<file path="config.mk">
export PLATFORM = sky130hd
export DESIGN_NAME = pwm_timebase_chain
export DESIGN_NICKNAME = d
export VERILOG_FILES = /design/src/rtl/pwmtb_pkg.sv /design/src/rtl/pwmtb_cfg.sv /design/src/rtl/pwmtb_sync_gate.sv /design/src/rtl/pwmtb_core.sv /design/src/rtl/pwmtb_chan.sv /design/src/rtl/pwm_timebase_chain.sv
export SDC_FILE = /design/constraint.sdc
export NUM_CORES = 1
export LEC_CHECK = 0
export CAP_MARGIN = 20
export CORE_UTILIZATION = 58
export CTS_BUF_LIST = sky130_fd_sc_hd__clkbuf_4 sky130_fd_sc_hd__clkbuf_8
export DETAILED_ROUTE_END_ITERATION = 8
export DONT_BUFFER_PORTS = 1
export PLACE_DENSITY = 0.85
export RECOVER_POWER = 50
export SLEW_MARGIN = 20
export SYNTH_ARGS = -nofsm -noshare
export SYNTH_HDL_FRONTEND = slang
export SYNTH_SLANG_ARGS = --single-unit
</file>
<file path="constraint.sdc">
create_clock -name clk -period 5.6 [get_ports clk]
set_input_delay 1.12 -clock clk [delete_from_list [all_inputs] [get_ports clk]]
set_output_delay 1.12 -clock clk [all_outputs]
set_load 0.01 [all_outputs]
</file>
<file path="src/rtl/pwmtb_pkg.sv">
package pwmtb_pkg;

   // field codes used by the configuration port
   typedef enum logic [1:0] {
      FLD_PERIOD  = 2'd0,
      FLD_PHASE   = 2'd1,
      FLD_START   = 2'd2,
      FLD_SYNC_EN = 2'd3
   } cfg_fld_e;

   // per-channel slot event pair
   typedef struct packed {
      logic zero;
      logic prd;
   } slot_evt_t;

endpackage

</file>
<file path="src/rtl/pwmtb_cfg.sv">
module pwmtb_cfg
   import pwmtb_pkg::*;
#(
   parameter int          W       = 16,
   parameter int          CHW     = 2,
   parameter int          CH_ID   = 0,
   parameter int unsigned PRD_RST = 65535
) (
   input  logic           clk,
   input  logic           rst_n,
   input  logic           run,
   input  logic           we,
   input  logic [CHW-1:0] ch,
   input  logic [1:0]     fld,
   input  logic [W-1:0]   data,
   output logic [W-1:0]   period,
   output logic [W-1:0]   phase,
   output logic [W-1:0]   start_val,
   output logic           sync_en
);

   localparam logic [CHW-1:0] MY_ID   = CHW'(CH_ID);
   localparam logic [W-1:0]   PRD_INI = W'(PRD_RST);

   logic     hit;
   cfg_fld_e sel_fld;

   // writes land only while the time base is stopped
   assign hit     = we & ~run & (ch == MY_ID);
   assign sel_fld = cfg_fld_e'(fld);

   always_ff @(posedge clk) begin
      if (!rst_n) begin
         period    <= PRD_INI;
         phase     <= '0;
         start_val <= '0;
         sync_en   <= 1'b0;
      end else if (hit) begin
         unique case (sel_fld)
            FLD_PERIOD:  period    <= data;
            FLD_PHASE:   phase     <= data;
            FLD_START:   start_val <= data;
            FLD_SYNC_EN: sync_en   <= data[0];
         endcase
      end
   end

endmodule

</file>
<file path="src/rtl/pwmtb_sync_gate.sv">
module pwmtb_sync_gate (
   input  logic clk,
   input  logic rst_n,
   input  logic run,
   input  logic tick,
   input  logic sync_en,
   input  logic sync_in,
   output logic load
);

   logic pend_q;

   // a pulse between ticks waits for the tick that closes the slot
   assign load = run & tick & sync_en & (sync_in | pend_q);

   always_ff @(posedge clk) begin
      if (!rst_n) begin
         pend_q <= 1'b0;
      end else if (!run || !sync_en) begin
         pend_q <= 1'b0;
      end else if (tick) begin
         pend_q <= 1'b0;
      end else if (sync_in) begin
         pend_q <= 1'b1;
      end
   end

endmodule

</file>
<file path="src/rtl/pwmtb_core.sv">
module pwmtb_core #(
   parameter int W = 16
) (
   input  logic         clk,
   input  logic         rst_n,
   input  logic         run,
   input  logic         tick,
   input  logic         load,
   input  logic [W-1:0] phase,
   input  logic [W-1:0] period,
   input  logic [W-1:0] start_val,
   output logic [W-1:0] cnt,
   output logic         fresh,
   output logic         by_load
);

   logic [W-1:0] cnt_q;
   logic [W-1:0] step;
   logic [W-1:0] cnt_d;
   logic         at_prd;

   assign at_prd = (cnt_q == period);
   assign step   = at_prd ? '0 : cnt_q + 1'b1;
   assign cnt_d  = load ? phase : step;

   always_ff @(posedge clk) begin
      if (!rst_n) begin
         cnt_q   <= '0;
         fresh   <= 1'b1;
         by_load <= 1'b0;
      end else if (!run) begin
         cnt_q   <= start_val;
         fresh   <= 1'b1;
         by_load <= 1'b0;
      end else if (tick) begin
         cnt_q   <= cnt_d;
         fresh   <= 1'b1;
         by_load <= load;
      end else begin
         fresh   <= 1'b0;
      end
   end

   assign cnt = cnt_q;

endmodule

</file>
<file path="src/rtl/pwmtb_chan.sv">
module pwmtb_chan
   import pwmtb_pkg::*;
#(
   parameter int          W       = 16,
   parameter int          CHW     = 2,
   parameter int          CH_ID   = 0,
   parameter int unsigned PRD_RST = 65535
) (
   input  logic           clk,
   input  logic           rst_n,
   input  logic           run,
   input  logic           tick,
   input  logic           sync_in,
   input  logic           cfg_we,
   input  logic [CHW-1:0] cfg_ch,
   input  logic [1:0]     cfg_fld,
   input  logic [W-1:0]   cfg_data,
   output logic [W-1:0]   cnt,
   output slot_evt_t      evt
);

   logic [W-1:0] period, phase, start_val;
   logic         sync_en, load, fresh, by_load;

   pwmtb_cfg #(
      .W(W), .CHW(CHW), .CH_ID(CH_ID), .PRD_RST(PRD_RST)
   ) u_cfg (
      .clk(clk), .rst_n(rst_n), .run(run), .we(cfg_we), .ch(cfg_ch),
      .fld(cfg_fld), .data(cfg_data), .period(period), .phase(phase),
      .start_val(start_val), .sync_en(sync_en)
   );

   pwmtb_sync_gate u_gate (
      .clk(clk), .rst_n(rst_n), .run(run), .tick(tick),
      .sync_en(sync_en), .sync_in(sync_in), .load(load)
   );

   pwmtb_core #(.W(W)) u_core (
      .clk(clk), .rst_n(rst_n), .run(run), .tick(tick), .load(load),
      .phase(phase), .period(period), .start_val(start_val),
      .cnt(cnt), .fresh(fresh), .by_load(by_load)
   );

   // events belong to the first clock of a slot; loads never mark the period
   always_comb begin
      evt.zero = run & fresh & (cnt == '0);
      evt.prd  = run & fresh & (cnt == period) & ~by_load;
   end

endmodule

</file>
<file path="src/rtl/pwm_timebase_chain.sv">
module pwm_timebase_chain
   import pwmtb_pkg::*;
#(
   parameter int          W       = 16,
   parameter int          N_CH    = 3,
   parameter int unsigned PRD_RST = 65535,
   localparam int         CHW     = (N_CH > 1) ? $clog2(N_CH) : 1
) (
   input  logic            clk,
   input  logic            rst_n,
   input  logic            run,
   input  logic            tick,
   input  logic            ext_sync,
   input  logic            cfg_we,
   input  logic [CHW-1:0]  cfg_ch,
   input  logic [1:0]      cfg_fld,
   input  logic [W-1:0]    cfg_data,
   output logic [N_CH*W-1:0] cnt_o,
   output logic [N_CH-1:0] zero_o,
   output logic [N_CH-1:0] prd_o
);

   // elaboration checks
   if (W < 2 || W > 32) begin : g_bad_width
      $error("pwm_timebase_chain: W must lie in 2..32");
   end
   if (N_CH < 1 || N_CH > 64) begin : g_bad_count
      $error("pwm_timebase_chain: N_CH must lie in 1..64");
   end
   if (W < 32 && PRD_RST > ((64'd1 << W) - 64'd1)) begin : g_bad_prd
      $error("pwm_timebase_chain: PRD_RST does not fit in W bits");
   end

   logic [N_CH-1:0] sync_w;

   for (genvar g = 0; g < N_CH; g++) begin : g_ch
      slot_evt_t    evt;
      logic [W-1:0] cnt;

      if (g == 0) begin : g_head
         assign sync_w[g] = ext_sync;
      end else begin : g_link
         assign sync_w[g] = zero_o[g-1];
      end

      pwmtb_chan #(
         .W(W), .CHW(CHW), .CH_ID(g), .PRD_RST(PRD_RST)
      ) u_chan (
         .clk(clk), .rst_n(rst_n), .run(run), .tick(tick),
         .sync_in(sync_w[g]), .cfg_we(cfg_we), .cfg_ch(cfg_ch),
         .cfg_fld(cfg_fld), .cfg_data(cfg_data), .cnt(cnt), .evt(evt)
      );

      assign cnt_o[g*W +: W] = cnt;
      assign zero_o[g]       = evt.zero;
      assign prd_o[g]        = evt.prd;
   end

endmodule

</file>
==> summary.txt, run 1 <==
Synthesis
  – Syn nets: about 1200
  – Synth Warn #: 0
  – Simple-Gate Fraction of Synth Area: 0.269
  – Ranking of synthesized cells by area: dfxtp_1 42%, nand2_1 13%, a21boi_0 7.4%
  – Post-synth top flop: dfxtp_1
  – Mapped Cells: around 1200
  – Synth Area in Compound Gates: 0.172
  – Cell variety after synth: 54
  – Synth Area in Adders: 0.00775
  – Post-synthesis sequential area ratio: 0.417
  – EDFF count, synth: 0
  – Async S/R FF share, synth: 0
  – Largest family of logic cells by synthesized area: simple AND/OR/NAND/NOR gates
  – Flop and latch count out of synthesis: approximately 200
  – Share of the synthesized area in the top cell type: 0.417
  – Cell area after synthesis: 9690 um^2
  – Syn Area/Cell: 7.96 um^2
  – Multiplexer share of the synthesized area: 0.00426
  – XOR/XNOR Fraction of Synth Area: 0.0786
  – Synth area leader: dfxtp_1

Pwr
  – Max VDD drop: approximately 0.17 mV
  – Sw Ratio: 0.237
  – Leakage power: between 3 and 4 nW
  – Clock power frac: 0.421
  – Total power: 2.81 mW
  – Psw: between 0.6 and 0.7 mW
  – Reg power frac: 0.535
  – Gate power share: 0.044
  – Cell Pwr Density: between 200 and 300 nW/um^2
  – Pint: ~2.1 mW

Global route
  – Global-route wire length before repair: 44700 um
  – Vias in the first global route: 8411
  – GRT Overall Usage: 0.325
  – Initial antenna violation count: 0
  – Gr ovfl total: 0
  – Largest net degree at the start of global routing: 200

STA
  – Worst Skew: roughly 0.022 ns
  – Hold Fails Final Rpt: 0
  – Least-Margin Pin Slew: roughly 1.2 ns
  – Final setup vio count: 0
  – Max Clk Rate: between 200 and 300 MHz
  – Minimum clock period: between 3 and 4 ns
  – Fin crit share: 0.639
  – Final worst setup slack: between 2 and 2.5 ns
  – Slew Viols, Final: 0
  – Slew margin rel.: 0.164
  – Final setup TNS: 0 ns
  – Setup repair after global routing missed its margin: no
  – WHS: roughly 0.46 ns

Die
  – Die Y: 131 um
  – Die width: about 130 um
  – Starting Density: 0.601
  – Die area: ~17000 um^2
  – Num ports: 80
  – Core box area: ~16000 um^2
  – Site Rows: between 40 and 50

CTS
  – H-tree level count: 1
  – Cts hold-fix bufs: 0
  – Sink Count: ~200
  – Clk pin slew, worst setup/hold paths: approximately 0.06 ns
  – CTS tree: yes
  – Cts repair resizes: 0
  – Clock Latency Late Sink: ~0.58 ns
  – Total CTS buffers: 31
  – Post-CTS Setup Inserts: 0
  – Clock Path Buffers: 3
  – CTS root buffer: clkbuf_8

Setup path
  – Worst path arrival time: ~2.5 ns
  – CP Launch Type: flip-flop
  – Crit end category: output pin
  – WS Path Type: reg -> out
  – Critical Path RT: ~4.5 ns
  – CP max FO: 6

Place
  – Placed inst area: around 9600 um^2
  – Placed Cells: 1338
  – HPWL Detailed: 17500 um
  – Port Buf Inserts: 0
  – Routability cong.: approximately 0.89
  – Dpl ws: around 2.4 ns

Cells and area
  – Fin util: 0.628
  – Area grow syn2layout: 4.36%
  – Ant diodes: 0
  – Commonest non-fill, non-tap cell in the layout: nand2_1
  – Post-Layout Inst Area: roughly 10000 um^2
  – Final #Nets: 1187
  – Final Non-Filler Cells: 1387
  – Commonest non-fill, non-tap cells in the layout: 339 x nand2_1, 202 x dfxtp_1, 97 x a21boi_0
  – Share of cells above drive strength 1: 0.0606

Detailed routing
  – Vias: between 8000 and 9000
  – First-pass iteration count of the detailed router: 5
  – Routed WL: 28300 um
  – DRC Markers: 0
  – Avg Vias per Cell: 6.26
  – Antenna Violating Nets Remaining: 0
  – Routed length per instance: 20.4 um
  – Drt initial violations: 1074

Run
  – Max-cap viol count: 0

Run status
  – Status: completed

Min path
  – Hold WC Path Type: reg -> reg
==> worst max-delay path: stages (launching register included) <==
cell and delay [ns]:
dfxtp_1 0.58, xor2_1 0.13, nor4_1 0.35, nand4_1 0.33, nor3_1 0.49
==> routing by layer <==
layer  wire length (um)  share of wire  up-vias  track usage
met5                  0              0        -            0
li1                   -              -     4015            -
met4                946          0.033        0        0.140
met3               3120           0.11       88       0.0806
met1              11200           0.40     4095        0.415
met2              13000           0.46      482        0.522
==> registers in the layout, summed over array words and instances, names as in the netlist <==
name,flops
g_ch.u_chan.u_gate.pend_q,3
g_ch.u_chan.u_core.fresh,1
g_ch.u_chan.u_core.by_load,3
g_ch.u_chan.u_cfg.start_val,48
g_ch.u_chan.u_core.cnt,48
g_ch.u_chan.u_cfg.sync_en,3
g_ch.u_chan.u_cfg.phase,48
g_ch.u_chan.u_cfg.period,48
==> cells by family after synthesis <==
family          count (synthesis)
mux                             4
simple gates                  575
compound gates                229
buf+inv                       114
xor+xnor                       87
flops                         202
fa+ha+maj                       6
==> power by group through the flow <==
stage	sequential [mW]	clock [mW]	combinational [mW]
4_1_cts	1.50	1.19	0.124
6_report	1.50	1.18	0.125
5_1_grt	1.51	1.25	0.137
3_3_place_gp	1.53	0	0.119
2_1_floorplan	1.51	0	0.148
3_5_place_dp	1.53	0	0.123
==> cells in the mapped netlist, types with 22 or more instances <==
library cell  number
nor2_1            37
xor2_1            68
o21ai_0           43
nand3_1           77
a21boi_0          95
nor4_1            22
a221oi_1          32
nand2_1          339
clkbuf_1          70
and3_1            23
buf_2             22
dfxtp_1          202
==> layout make-up <==
cell class,count,area (um^2)
Fill cell,1390,6000
Multi-Input combinational cell,901,5130
Sequential cell,202,4040
Clock buffer,48,567
Tap cell,216,270
Timing Repair Buffer,7,48.8
Inverter,12,45.0
Clock inverter,1,5.00
==> worst paths after layout <==
kind / slack (ns) / cells past startpoint / startpoint / endpoint
worst min register to register: 0.46 / 2 / g_ch[2].u_chan.u_cfg.phase[2]$_SDFFE_PN0P_ / g_ch[2].u_chan.u_core.cnt[2]$_SDFFE_PN0P_
worst min-delay path: 0.46 / 2 / g_ch[2].u_chan.u_cfg.phase[2]$_SDFFE_PN0P_ / g_ch[2].u_chan.u_core.cnt[2]$_SDFFE_PN0P_
worst max register to register: 2.68 / 6 / g_ch[0].u_chan.u_core.cnt[13]$_SDFFE_PN0P_ / g_ch[1].u_chan.u_core.cnt[15]$_SDFFE_PN0P_
worst max-delay path: 2.02 / 4 / g_ch[2].u_chan.u_core.cnt[14]$_SDFFE_PN0P_ / prd_o[2]
No activity file was read; power rests on OpenSTA's default activity.
==> run 2: changes to the inputs <==
- clock period: 5.6 -> 3.7 ns (I/O delays scaled with it)
==> summary.txt, run 2 (synthesis results as in run 1) <==
CTS
  – Clock Path Buffers: 3 (unchanged)
  – Cts repair resizes: 0 (unchanged)
  – Sink Count: 202 (unchanged)
  – Clock Latency Late Sink: 0.53 ns (was 0.58 ns)
  – H-tree level count: 2 (was 1)
  – Post-CTS Setup Inserts: 0 (unchanged)
  – Clk pin slew, worst setup/hold paths: 0.06 ns (about the same)
  – Total CTS buffers: 34 (was 31)
  – CTS tree: yes (unchanged)
  – Cts hold-fix bufs: 0 (unchanged)
  – CTS root buffer: clkbuf_8 (unchanged)

Detailed routing
  – Routed WL: 28300 um (about the same)
  – Drt initial violations: 1167 (was 1074)
  – DRC Markers: 0 (unchanged)
  – Avg Vias per Cell: 6.25 (was 6.26)
  – First-pass iteration count of the detailed router: 5 (unchanged)
  – Antenna Violating Nets Remaining: 0 (unchanged)
  – Routed length per instance: 20.3 um (was 20.4 um)
  – Vias: 8716 (was 8680)

Die
  – Die area: 17200 um^2 (unchanged)
  – Num ports: 80 (unchanged)
  – Site Rows: 46 (unchanged)
  – Core box area: 16100 um^2 (unchanged)
  – Die Y: 131 um (unchanged)
  – Starting Density: 0.601 (unchanged)
  – Die width: 131 um (unchanged)

Pwr
  – Leakage power: 3.64 nW (was 3.57 nW)
  – Cell Pwr Density: 437 nW/um^2 (was 278 nW/um^2)
  – Max VDD drop: 0.285 mV (was 0.170 mV)

Setup path
  – Critical Path RT: 2.96 ns (was 4.48 ns)
  – R2r setup slk: 1.10 ns (was 2.68 ns)
  – Capturing point of the worst reg2reg path: g_ch[1].u_chan.u_core.cnt[15]$_SDFFE_PN0P_ (unchanged)
  – Worst r2r path cells: 6 (unchanged)
  – CP Buf/Inv Count: 0 (unchanged)
  – Crit-path cells: xor2_1 -> nor4_1 -> nand4_1 -> nor3_1 (unchanged)
  – RR Startpoint: g_ch[0].u_chan.u_core.cnt[12]$_SDFFE_PN0P_ (was g_ch[0].u_chan.u_core.cnt[13]$_SDFFE_PN0P_)
  – CP max-delay cell: dfxtp_1 (unchanged)
  – Largest delay contributor family on the critical path: simple AND/OR/NAND/NOR gates (unchanged)
  – WS Path Type: reg -> out (unchanged)
  – CP Launch Type: flip-flop (unchanged)
  – Worst path arrival time: 2.39 ns (was 2.46 ns)
  – CP max FO: 9 (was 6)
  – Crit end category: output pin (unchanged)
  – Biggest cell delay along the critical path: 0.58 ns (about the same)

Cells and area
  – Commonest non-fill, non-tap cell in the layout: nand2_1 (unchanged)
  – Register area: 4040 um^2 (unchanged)
  – Commonest non-fill, non-tap cells in the layout: 339 x nand2_1, 202 x dfxtp_1, 97 x a21boi_0 (unchanged)
  – Area grow syn2layout: 5.82% (was 4.36%)
  – FILL cells: 1370 (was 1390)
  – Share of cells above drive strength 1: 0.0671 (was 0.0606)
  – Final #Nets: 1192 (was 1187)
  – Area taken by multi-input logic gates: 5130 um^2 (about the same)

STA
  – Fin crit share: 0.847
  – Final setup TNS: 0 ns (unchanged)
  – Least-Margin Pin Slew: 1.63 ns (was 1.25 ns)
  – Max Clk Rate: roughly 320 MHz
  – Setup repair after global routing missed its margin: no (unchanged)
  – Hold Fails Final Rpt: 0 (unchanged)
  – Minimum clock period: approximately 3.1 ns
  – Slew margin rel.: -0.0983 (was 0.164)
  – WHS: 0.313 ns (was 0.457 ns)
  – Slew Viols, Final: 17 (was 0)
  – Final setup vio count: 0 (unchanged)
  – Worst Skew: 0.0326 ns (was 0.0224 ns)

Run status
  – Failing checks: capacitance limit, slew limit
  – Status: finished with violations (was completed)

Global route
  – Initial antenna violation count: 1 (was 0)
  – Global-route wire length before repair: 44700 um (about the same)
  – Gr ovfl total: 0 (unchanged)
  – Largest net degree at the start of global routing: 200 (unchanged)
  – Vias in the first global route: 8169 (was 8411)
  – GRT Overall Usage: 0.327 (was 0.325)

Place
  – Routability cong.: 0.943 (was 0.893)
  – Port Buf Inserts: 0 (unchanged)
  – HPWL Detailed: 17700 um (was 17500 um)

Min path
  – Hold depth: 1 (was 2)
  – Hold WC Path Type: in -> reg (was reg -> reg)
  – Hold_sp: rst_n (was g_ch[2].u_chan.u_cfg.phase[2]$_SDFFE_PN0P_)
  – Hold Crit Endpoint: g_ch[2].u_chan.u_cfg.period[2]$_SDFFE_PN1P_ (was g_ch[2].u_chan.u_core.cnt[2]$_SDFFE_PN0P_)

Run
  – Max-cap viol count: 1 (was 0)
run 2: through the flow:
step | power, mW | setup WS, ns | std cells | util | instance area (um^2)
floorplan | 2.51 | 1.18 | 1217 | - | 9690
global placement | 2.50 | 1.11 | 1339 | 0.594 | 9580
detailed placement | 2.51 | 1.07 | 1340 | 0.596 | 9610
CTS | 4.49 | 0.557 | 1394 | 0.638 | 10300
global route | 4.61 | 0.467 | 1395 | 0.636 | 10300
finish | 4.48 | 0.567 | 1395 | 0.636 | 10300
run 2: worst max-delay path by stage:
stage                                                    startpoint                                    endpoint  slack (ns)  cells past startpoint
final                     g_ch[2].u_chan.u_core.cnt[7]$_SDFFE_PN0P_                                    prd_o[2]        0.57                      4
after detailed placement                                        run  g_ch[1].u_chan.u_core.cnt[15]$_SDFFE_PN0P_        1.07                      6
after floorplan                                                 run                                    prd_o[0]        1.18                      5
after global routing      g_ch[2].u_chan.u_core.cnt[7]$_SDFFE_PN0P_                                    prd_o[2]        0.47                      4
after global placement                                          run  g_ch[1].u_chan.u_core.cnt[15]$_SDFFE_PN0P_        1.11                      6
after CTS                 g_ch[2].u_chan.u_core.cnt[7]$_SDFFE_PN0P_                                    prd_o[2]        0.56                      4
run 2: area by class of cell:
| class | instances | area share |
|---|---|---|
| inverter | 12 | 0.00439 |
| sequential | 202 | 0.394 |
| tap | 216 | 0.0264 |
| clock buffer | 54 | 0.0658 |
| antenna | 1 | 0.000244 |
| multi-input combinational | 901 | 0.500 |
| timing repair buffer | 9 | 0.00854 |
run 2: routing by layer:
metal	global-route usage	wire length, um
met1	0.419	11300
met2	0.514	12700
met3	0.0779	3080
met4	0.165	1230
met5	0	0
run 2: report_power, final:
group	switching, mW	internal (mW)
combinational	0.106	0.0866
sequential	0.0679	2.21
clock	0.871	1.14
total	1.04	3.44
==> run 3: changes to the inputs <==
- PLACE_DENSITY: 0.85 -> 0.87
- clock period: 3.7 -> 2.8 ns (I/O delays scaled with it)
==> summary.txt, run 3 (synthesis results as in run 1) <==
CTS
  – CTS tree: yes (unchanged)
  – Sink Count: 202 (unchanged)
  – Post-CTS Setup Inserts: 0 (unchanged)
  – Clock Latency Late Sink: 0.53 ns (about the same)
  – H-tree level count: 2 (unchanged)
  – Clock Path Buffers: 3 (unchanged)
  – Clk pin slew, worst setup/hold paths: 0.06 ns (about the same)
  – CTS root buffer: clkbuf_8 (unchanged)
  – Cts hold-fix bufs: 0 (unchanged)
  – Total CTS buffers: 34 (unchanged)

Pwr
  – Sw Ratio: 0.238 (was 0.233)
  – Gate power share: 0.048 (was 0.043)
  – Clock power frac: 0.458 (was 0.449)
  – Leakage power: 3.76 nW (was 3.64 nW)
  – Pint: 4.61 mW (was 3.44 mW)
  – Reg power frac: 0.493 (was 0.508)
  – Cell Pwr Density: 580 nW/um^2 (was 437 nW/um^2)
  – Max VDD drop: 0.320 mV (was 0.285 mV)
  – Psw: 1.45 mW (was 1.04 mW)

Global route
  – Vias in the first global route: 8560 (was 8169)
  – Gr ovfl total: 0 (unchanged)
  – GRT Overall Usage: 0.333 (was 0.327)
  – Largest net degree at the start of global routing: 200 (unchanged)
  – Global-route wire length before repair: 45600 um (was 44700 um)
  – Initial antenna violation count: 1 (unchanged)

Detailed routing
  – Routed WL: 29000 um (was 28300 um)
  – Antenna Violating Nets Remaining: 0 (unchanged)
  – DRC Markers: 0 (unchanged)
  – Vias: 8974 (was 8716)
  – Routed length per instance: 20.5 um (was 20.3 um)
  – Avg Vias per Cell: 6.33 (was 6.25)
  – Drt initial violations: 1104 (was 1167)
  – First-pass iteration count of the detailed router: 7 (was 5)

STA
  – Final setup TNS: 0 ns (unchanged)
  – Slew Viols, Final: 0 (was 17)
  – Final setup vio count: 0 (unchanged)
  – Slew margin rel.: 0.297 (was -0.0983)
  – Minimum clock period: around 2.7 ns
  – Setup repair after global routing missed its margin: no (unchanged)
  – Worst Skew: 0.0235 ns (was 0.0326 ns)
  – Fin crit share: 0.977
  – Final worst setup slack: 0.0647 ns (was 0.567 ns)
  – Hold Fails Final Rpt: 0 (unchanged)
  – Max Clk Rate: 366 MHz
  – Least-Margin Pin Slew: 1.05 ns (was 1.63 ns)

Setup path
  – CP Launch Type: flip-flop (unchanged)
  – WS Path Type: reg -> out (unchanged)
  – CP max-delay cell: dfxtp_1 (unchanged)
  – RR Startpoint: g_ch[0].u_chan.u_core.cnt[12]$_SDFFE_PN0P_ (unchanged)
  – Worst path arrival time: 2.18 ns (was 2.39 ns)
  – CP max FO: 5 (was 9)
  – Crit-path cells: xor2_1 -> nor4_1 -> nand4_1 -> nor3_2 (was xor2_1 -> nor4_1 -> nand4_1 -> nor3_1)
  – Critical Path RT: 2.24 ns (was 2.96 ns)
  – Crit end category: output pin (unchanged)
  – Biggest cell delay along the critical path: 0.58 ns (about the same)
  – CP startpoint: g_ch[0].u_chan.u_core.cnt[15]$_SDFFE_PN0P_ (was g_ch[2].u_chan.u_core.cnt[7]$_SDFFE_PN0P_)

Die
  – Core box area: 16100 um^2 (unchanged)
  – Die Y: 131 um (unchanged)
  – Die width: 131 um (unchanged)
  – Starting Density: 0.601 (unchanged)
  – Die area: 17200 um^2 (unchanged)
  – Site Rows: 46 (unchanged)
  – Num ports: 80 (unchanged)

Cells and area
  – Share of cells above drive strength 1: 0.0900 (was 0.0671)
  – Final #Nets: 1214 (was 1192)
  – Commonest non-fill, non-tap cell in the layout: nand2_1 (unchanged)
  – Area grow syn2layout: 7.84% (was 5.82%)
  – FILL cells: 1321 (was 1370)
  – Commonest non-fill, non-tap cells in the layout: 339 x nand2_1, 199 x dfxtp_1, 97 x a21boi_0 (was 339 x nand2_1, 202 x dfxtp_1, 97 x a21boi_0)

Place
  – Routability cong.: 0.943 (about the same)
  – Port Buf Inserts: 0 (unchanged)
  – HPWL Detailed: 18400 um (was 17700 um)
  – Dpl ws: 0.409 ns (was 1.07 ns)

Min path
  – Hold_sp: rst_n (unchanged)
  – Hold WC Path Type: in -> reg (unchanged)

Run
  – Max-cap viol count: 0 (was 1)

Run status
  – Status: completed (was finished with violations)
==> run 3: path summary, 6_finish.rpt <==
check	slack, ns	end	cells after the start
worst min-delay path	0.14	g_ch[1].u_chan.u_cfg.period[3]$_SDFFE_PN1P_	1
worst max register to register	0.27	g_ch[1].u_chan.u_core.cnt[7]$_SDFFE_PN0P_	6
worst max-delay path	0.06	prd_o[0]	4
worst min register to register	0.45	g_ch[2].u_chan.u_core.cnt[2]$_SDFFE_PN0P_	2
==> run 3: area by class of cell <==
type	count	area, um^2	share of cell area
Antenna cell	1	2.50	0.000239
Clock buffer	50	651	0.0623
Clock inverter	4	50.0	0.00479
Inverter	12	45.0	0.00431
Multi-Input combinational cell	901	5150	0.493
Sequential cell	202	4050	0.387
Tap cell	216	270	0.0259
Timing Repair Buffer	31	229	0.0219
==> run 3: timing repair <==
item / 4_1_cts / 5_1_grt
setup endpoints to repair: 2 / 3
pin swaps: 0 / 0
gates resized for setup: 2 / 4
==> run 3: through the flow <==
stage          instance area, um^2  hold slack (ns)  cells   util  power, mW
2_1_floorplan                 9690            0.415   1217      -       3.32
3_3_place_gp                  9750            0.442   1362  0.605       3.33
3_5_place_dp                  9750            0.449   1362  0.605       3.34
4_1_cts                      10500            0.116   1416  0.649       6.05
5_1_grt                      10500            0.130   1417  0.648       6.21
6_report                     10500            0.142   1417  0.648       6.06
==> run 3: worst max-delay path, delay by kind of cell, from the launching register on <==
family                    cells  cell delay (ns)
and+or+nand+nor               3             0.92
DFF                           1             0.58
xor gates and xnor gates      1             0.14
==> run 3: power groups by stage <==
stage,Clock [mW],Combinational [mW],Sequential [mW]
floorplan,0,0.295,3.03
global placement,0,0.280,3.05
detailed placement,0,0.287,3.05
CTS,2.77,0.290,2.99
global route,2.90,0.317,2.99
finish,2.78,0.294,2.99
==> run 3: metal layers <==
| metal | vias up | track usage | share of wire |
|---|---|---|---|
| met5 | - | 0 | 0 |
| met4 | 0 | 0.201 | 0.052 |
| met3 | 127 | 0.0594 | 0.097 |
| met1 | 4239 | 0.426 | 0.39 |
| li1 | 4071 | - | - |
| met2 | 537 | 0.523 | 0.46 |
